## src/rtl/gpio_edge_pkg.sv

```systemverilog
package gpio_edge_pkg;
  localparam int OFS_DATA = 0;
  localparam int OFS_DIR  = 1;
  localparam int OFS_CFG  = 3;
  localparam int OFS_STAT = 4;

  typedef enum logic [1:0] {
    TRIG_NONE    = 2'b00,
    TRIG_FALL    = 2'b01,
    TRIG_RISE    = 2'b10,
    TRIG_NONE_HI = 2'b11
  } trig_e;
endpackage

```

## src/rtl/gpio_sync.sv

```systemverilog
module gpio_sync #(
  parameter int W      = 8,
  parameter int STAGES = 2
) (
  input  logic         clk,
  input  logic         rst_n,
  input  logic [W-1:0] d,
  output logic [W-1:0] q
);
  logic [STAGES-1:0][W-1:0] chain_q;

  always_ff @(posedge clk or negedge rst_n) begin
    if (!rst_n) begin
      chain_q <= '0;
    end else begin
      chain_q[0] <= d;
      for (int s = 1; s < STAGES; s++) chain_q[s] <= chain_q[s-1];
    end
  end

  assign q = chain_q[STAGES-1];
endmodule

```

## src/rtl/gpio_edge_cell.sv

```systemverilog
module gpio_edge_cell
  import gpio_edge_pkg::*;
(
  input  logic       clk,
  input  logic       rst_n,
  input  logic       lvl,
  input  logic       clr,
  input  logic [1:0] sel,
  output logic       visible
);
  logic prev_q, rise_q, fall_q;
  logic rise_det, fall_det;

  assign rise_det = lvl & ~prev_q;
  assign fall_det = ~lvl & prev_q;

  // a fresh edge outranks a clear in the same cycle
  always_ff @(posedge clk or negedge rst_n) begin
    if (!rst_n) begin
      prev_q <= 1'b0;
      rise_q <= 1'b0;
      fall_q <= 1'b0;
    end else begin
      prev_q <= lvl;
      rise_q <= rise_det | (rise_q & ~clr);
      fall_q <= fall_det | (fall_q & ~clr);
    end
  end

  always_comb begin
    case (trig_e'(sel))
      TRIG_FALL: visible = fall_q;
      TRIG_RISE: visible = rise_q;
      default:   visible = 1'b0;
    endcase
  end

  assert_vis_code_R4: assert property (@(posedge clk) disable iff (!rst_n)
    visible |-> (sel == 2'b01 || sel == 2'b10));
  assert_flag_sticky_R5: assert property (@(posedge clk) disable iff (!rst_n)
    (rise_q && !clr) |=> rise_q);
  assert_clear_both_R7: assert property (@(posedge clk) disable iff (!rst_n)
    (clr && !rise_det && !fall_det) |=> (!rise_q && !fall_q));
  assert_edge_kept_R8: assert property (@(posedge clk) disable iff (!rst_n)
    (rise_det && clr) |=> rise_q);
endmodule

```

## src/rtl/gpio_edge_irq.sv

```systemverilog
module gpio_edge_irq
  import gpio_edge_pkg::*;
#(
  parameter int NUM_LINES    = 8,
  parameter int NUM_OUT_ONLY = 4,
  parameter int SYNC_STAGES  = 2,
  parameter int ADDR_W       = 3,
  parameter int BUS_W        = 8
) (
  input  logic                 clk,
  input  logic                 rst_n,
  input  logic                 bus_sel,
  input  logic                 bus_wr,
  input  logic [ADDR_W-1:0]    bus_addr,
  input  logic [BUS_W-1:0]     bus_wdata,
  output logic [BUS_W-1:0]     bus_rdata,
  input  logic [NUM_LINES-1:0] pin_in,
  output logic [NUM_LINES-1:0] pin_out,
  output logic [NUM_LINES-1:0] pin_oe,
  output logic                 irq
);
  localparam int NUM_IRQ = NUM_LINES - NUM_OUT_ONLY;
  localparam int CFG_W   = 2 * NUM_IRQ;

  logic [NUM_LINES-1:0] out_q, dir_q, pin_lvl;
  logic [CFG_W-1:0]     cfg_q;
  logic [NUM_IRQ-1:0]   stat_vis, stat_clr;
  logic                 wr_en;

  assign wr_en = bus_sel & bus_wr;

  gpio_sync #(.W(NUM_LINES), .STAGES(SYNC_STAGES)) u_sync (
    .clk(clk), .rst_n(rst_n), .d(pin_in), .q(pin_lvl)
  );

  always_ff @(posedge clk or negedge rst_n) begin
    if (!rst_n) begin
      out_q <= '0;
      dir_q <= '0;
      cfg_q <= '0;
    end else if (wr_en) begin
      if (bus_addr == ADDR_W'(OFS_DATA)) out_q <= bus_wdata[NUM_LINES-1:0];
      if (bus_addr == ADDR_W'(OFS_DIR))  dir_q <= bus_wdata[NUM_LINES-1:0];
      if (bus_addr == ADDR_W'(OFS_CFG))  cfg_q <= bus_wdata[CFG_W-1:0];
    end
  end

  assign stat_clr = (wr_en && bus_addr == ADDR_W'(OFS_STAT)) ?
                    bus_wdata[NUM_IRQ-1:0] : '0;

  for (genvar gi = 0; gi < NUM_IRQ; gi++) begin : g_irq_line
    gpio_edge_cell u_cell (
      .clk    (clk),
      .rst_n  (rst_n),
      .lvl    (pin_lvl[NUM_OUT_ONLY+gi]),
      .clr    (stat_clr[gi]),
      .sel    (cfg_q[2*gi +: 2]),
      .visible(stat_vis[gi])
    );
  end

  always_comb begin
    bus_rdata = '0;
    if (bus_addr == ADDR_W'(OFS_DATA))      bus_rdata = BUS_W'(pin_lvl);
    else if (bus_addr == ADDR_W'(OFS_DIR))  bus_rdata = BUS_W'(dir_q);
    else if (bus_addr == ADDR_W'(OFS_CFG))  bus_rdata = BUS_W'(cfg_q);
    else if (bus_addr == ADDR_W'(OFS_STAT)) bus_rdata = BUS_W'(stat_vis);
  end

  assign pin_out = out_q;
  assign pin_oe  = dir_q;
  assign irq     = |stat_vis;

  assert_out_hold_R3: assert property (@(posedge clk) disable iff (!rst_n)
    !(wr_en && bus_addr == ADDR_W'(OFS_DATA)) |=> $stable(pin_out));
  assert_dir_hold_R2: assert property (@(posedge clk) disable iff (!rst_n)
    !(wr_en && bus_addr == ADDR_W'(OFS_DIR)) |=> $stable(pin_oe));
  assert_irq_needs_cfg_R9: assert property (@(posedge clk) disable iff (!rst_n)
    irq |-> (cfg_q != '0));
endmodule

```

## config.mk

```make
export PLATFORM = sky130hd
export DESIGN_NAME = gpio_edge_irq
export DESIGN_NICKNAME = d
export VERILOG_FILES = /design/src/rtl/gpio_edge_pkg.sv /design/src/rtl/gpio_sync.sv /design/src/rtl/gpio_edge_cell.sv /design/src/rtl/gpio_edge_irq.sv
export SDC_FILE = /design/constraint.sdc
export NUM_CORES = 1
export LEC_CHECK = 0
export BUFFER_PORTS_ARGS = -buffer_cell sky130_fd_sc_hd__buf_2
export CAP_MARGIN = 40
export CORE_MARGIN = 4
export CORE_UTILIZATION = 45
export DETAILED_ROUTE_END_ITERATION = 16
export GPL_TIMING_DRIVEN = 0
export PLACE_DENSITY = 0.79
export SLEW_MARGIN = 0
export SYNTH_ARGS = -nofsm -noshare
export SYNTH_HDL_FRONTEND = slang
export SYNTH_SLANG_ARGS = --single-unit
```

## constraint.sdc

```tcl
create_clock -name clk -period 1.2 [get_ports clk]
set_input_delay 0.18 -clock clk [delete_from_list [all_inputs] [get_ports clk]]
set_output_delay 0.18 -clock clk [all_outputs]
set_load 0.005 [all_outputs]
```

==> results list <==
* Result of the run: finished, violations left
- Violated checks: setup timing
- Share of the yosys chip area belonging to registers: between 50% and 60%
- Of the available clock period, the critical path in the final layout requires 156%.
- The clock drives 52 sinks.
* Clock-pin slew on the worst setup and hold paths: 0.09 ns
- For this run, design rule violations remaining after detail routing come to 0.
* Post-place setup slack: -0.421 ns
* Worst Skew: approximately 0.0033 ns
- The critical path in this run is classified as reg -> out.
- Measured along the x axis, the die boundary spans 78.0 um.
* Congestion Overflow GR: 0
- Initial standard-cell utilization of the core: between 40% and 50%
- The number of global-route vias before repair is 1,607.
* Mapped cell area: 2200 sq um
- On the worst path, the slowest cell contributes a delay of between 0.3 and 0.4 ns.
- Ordered cell list for the critical path: inv_1, ha_1, o32a_1, o2bb2ai_2, buf_2
* Vertical extent of the die: 78.0 um
- CP Launch Type: flop
- Vias per std cell: approximately 5.1
* Min Hold Slack: 0.145 ns
- The floorplan step defined a die boundary enclosing between 6000 and 7000 sq um.
* Pins Over Slew Limit: 0
- At the worst endpoint, the arrival time is 1.69 ns.
- Worst path slowest cell: sky130_fd_sc_hd__dfrtp_1
- Cells with a size suffix above 1 make up 55.0% of the layout.
* Library cells used by synthesis: 26
* Slew headroom: between 60% and 70%
- Max-cap check violation count: 0
- Global-route wire length before repair: 7940 um
- Count of final hold-check violations: 0
- For this design the static power due to leakage is roughly 0.0015 uW.
- Diodes inserted: 0
* Critical Path End Type: output port
* Post-detailed-placement cell area: 2600 sq um
* Area of the core: 4720 sq um
- Clock tree from TritonCTS: done
- Max H-tree Level: 2
- Final ANT Viol Nets: 0
* Detailed router's first-iteration violation count: 96
- The initial antenna violation count came to 0.
* Number of buffer cells added on primary ports: 47
- Dominant cell type by area after synthesis: sky130_fd_sc_hd__dfrtp_1
- Largest net degree at the start of global routing: 40
- Clock network latency to the later pin of the worst-skew pair: 0.29 ns
- Each instance of the synthesized netlist takes up on average 14.6 sq um.
- Clock tree buffer depth: 2
- Overall track demand over capacity in global routing: 17.2%
* Largest cells by area after synthesis: sky130_fd_sc_hd__dfrtp_1 59%, sky130_fd_sc_hd__mux2_2 8.2%, sky130_fd_sc_hd__mux2_4 5.4%, sky130_fd_sc_hd__ha_1 4.5%, sky130_fd_sc_hd__mux2i_1 3.6%
* Area share of the largest cell type after synthesis: between 50% and 60%
* Synth-to-Final Area Change: 39.2%
- RSZ-0062 raised after global routing: yes
* CP delay by family, top: compound AO/OA/AOI/OAI gates
- Number of clock buffers inserted by TritonCTS: 5
- CTS placed an instance of sky130_fd_sc_hd__clkbuf_8 at the clock tree root.
- Final standard cell area without fillers: 3070 sq um
- The net count of the finished layout is 271.
* Total power per unit cell area: 1500 nW/um^2
- Once detailed placement completed, the half-perimeter wirelength came to 3320 um.
* Fill cells: 319
- Number of synthesized register bits: 52
- Number of buffers and inverters on the critical path: 2
- Setup violations remaining at the end of the flow were counted as 9.
- In the synthesized netlist, the number of instances is 151.
* Worst EP required: 1.02 ns
- Dividing the detail-routed wire length by the instance count gives 17.4 um.
* First-pass DRT Iterations: 4
- Wirelength, routed: roughly 5300 um
- In the post-route analysis, the smallest setup slack over all paths is -0.671 ns.
- Static timing analysis puts the maximum clock frequency at 535 MHz.
- The congestion estimate from routability-driven global placement came to 0.749.
- Crit-path max FO: 3
- At the pin with the least slew margin, the transition time is 0.471 ns.
- During I/O placement, the number of pins put on the boundary was 48.
* Placement Rows: 25
- Syn nets: roughly 180
- Warnings from Yosys: 0
- After layout, the minimum clock period comes to 1.87 ns.
- The routed layout has around 1,600 vias.
* Peak supply drop: 686 uV
- In this run the worst hold path is classified as in -> reg.
==> metal layers <==
metal / track usage [%] / wire length [um] / vias up
met2: 28.6 / 2720 / 55
met4: 6.47 / 146 / 0
met3: 4.41 / 267 / 14
li1: - / - / 720
met1: 21.4 / 2210 / 787
met5: 0 / 0 / -
==> flip-flops by register name, summed over array words and instances (netlist names) <==
register / flops
cfg_q: 8
u_sync.q: 8
u_sync.chain_q: 8
g_irq_line.u_cell.rise_q: 4
pin_oe: 8
pin_out: 8
g_irq_line.u_cell.fall_q: 4
g_irq_line.u_cell.prev_q: 4
==> cell usage in the layout (no fill, tap or decap), types with 2 or more instances in the layout <==
cell	netlist	layout
sky130_fd_sc_hd__clkbuf_8	0	7
sky130_fd_sc_hd__buf_4	1	23
sky130_fd_sc_hd__o2bb2ai_1	8	4
sky130_fd_sc_hd__buf_2	2	47
sky130_fd_sc_hd__inv_2	0	4
sky130_fd_sc_hd__o32a_1	4	4
sky130_fd_sc_hd__dfrtp_1	52	51
sky130_fd_sc_hd__nor2_1	5	5
sky130_fd_sc_hd__a2bb2oi_1	4	4
sky130_fd_sc_hd__mux2_4	8	8
sky130_fd_sc_hd__a22oi_2	0	4
sky130_fd_sc_hd__mux2_2	16	16
sky130_fd_sc_hd__ha_1	8	2
sky130_fd_sc_hd__a22o_1	4	4
sky130_fd_sc_hd__buf_6	0	5
sky130_fd_sc_hd__nand3b_1	4	4
sky130_fd_sc_hd__dlygate4sd3_1	0	9
sky130_fd_sc_hd__inv_1	12	8
sky130_fd_sc_hd__o2bb2ai_2	0	4
sky130_fd_sc_hd__mux2i_1	8	8
sky130_fd_sc_hd__ha_4	0	4
sky130_fd_sc_hd__ha_2	0	2
==> power by group <==
group / internal, uW / switching (uW) / leakage [uW] / total, uW
clock network: 514 / 525 / 0.0000503 / 1040
registers: 1980 / 170 / 0.000598 / 2150
logic: 835 / 580 / 0.000823 / 1410
total: 3330 / 1280 / 0.00147 / 4610
==> timing repair <==
action | 4_1_cts | 5_1_grt
gates resized for setup | 5 | 17
endpoints found under the hold margin | 21 | 0
endpoints found under the setup margin | 17 | 9
hold buffers | 9 | 0
pin swaps | 5 | 8
buffers inserted | 16 | 9
==> stage by stage <==
step	instances	setup TNS, ns	util [%]	power [uW]
floorplan	151	-0.976	-	2730
global placement	265	-11.08	54.6	3100
detailed placement	266	-11.46	55.0	3140
CTS	298	-3.55	62.0	4350
global route	307	-4.75	65.0	4870
finish	307	-4.00	65.0	4610
==> final cells by class <==
cell class / count / area (sq um) / area share [%]
clock buffer: 7 / 96.3 / 3.14
buffer: 4 / 28.8 / 0.938
multi-input combinational: 83 / 961 / 31.3
timing repair buffer: 82 / 551 / 17.9
tap: 67 / 83.8 / 2.73
sequential: 52 / 1300 / 42.5
inverter: 12 / 45.0 / 1.47
==> cells in the mapped netlist <==
library cell                count
sky130_fd_sc_hd__buf_2          2
sky130_fd_sc_hd__dfrtp_1       52
sky130_fd_sc_hd__o221ai_1       1
sky130_fd_sc_hd__mux2_2        16
sky130_fd_sc_hd__and4b_1        1
sky130_fd_sc_hd__o22a_1         1
sky130_fd_sc_hd__mux2_4         8
sky130_fd_sc_hd__nor2_1         5
sky130_fd_sc_hd__buf_4          1
sky130_fd_sc_hd__nand3b_1       4
sky130_fd_sc_hd__a22o_1         4
sky130_fd_sc_hd__a22oi_1        4
sky130_fd_sc_hd__inv_1         12
sky130_fd_sc_hd__nand2b_1       1
sky130_fd_sc_hd__mux2i_1        8
sky130_fd_sc_hd__nor4_4         1
sky130_fd_sc_hd__clkbuf_1       1
sky130_fd_sc_hd__ha_1           8
sky130_fd_sc_hd__o2bb2ai_1      8
sky130_fd_sc_hd__nand2_1        1
sky130_fd_sc_hd__or4b_1         1
sky130_fd_sc_hd__nand2_2        1
sky130_fd_sc_hd__nor3_4         1
sky130_fd_sc_hd__and2_1         1
sky130_fd_sc_hd__o32a_1         4
sky130_fd_sc_hd__a2bb2oi_1      4
==> path summary, 6_finish.rpt <==
check                                  startpoint                     endpoint  slack, ns  depth (start not counted)
worst max register to register           cfg_q[2]                     cfg_q[2]       0.02                          4
worst min-delay path                 bus_wdata[6]                    pin_oe[6]       0.14                          2
worst min register to register  u_sync.chain_q[0]                  u_sync.q[0]       0.35                          0
worst max-delay path                     cfg_q[0]                 bus_rdata[0]      -0.67                          5
min in group asynchronous                   rst_n  g_irq_line[1].u_cell.prev_q       0.30                          2
max in group asynchronous                   rst_n                     cfg_q[3]       0.38                          3
==> kinds of logic (layout without fill, tap and decap cells) <==
| kind of cell | count (synthesis) | in the layout | share of synthesized area [%] |
|---|---|---|---|
| simple gates | 17 | 17 | 5.85 |
| mux | 32 | 32 | 17.3 |
| fa+ha+maj | 8 | 8 | 4.54 |
| buf+inv | 16 | 105 | 3.01 |
| flops | 52 | 52 | 59.0 |
| compound gates | 26 | 26 | 10.3 |
Note: power is estimated with default switching activity, not from simulation.
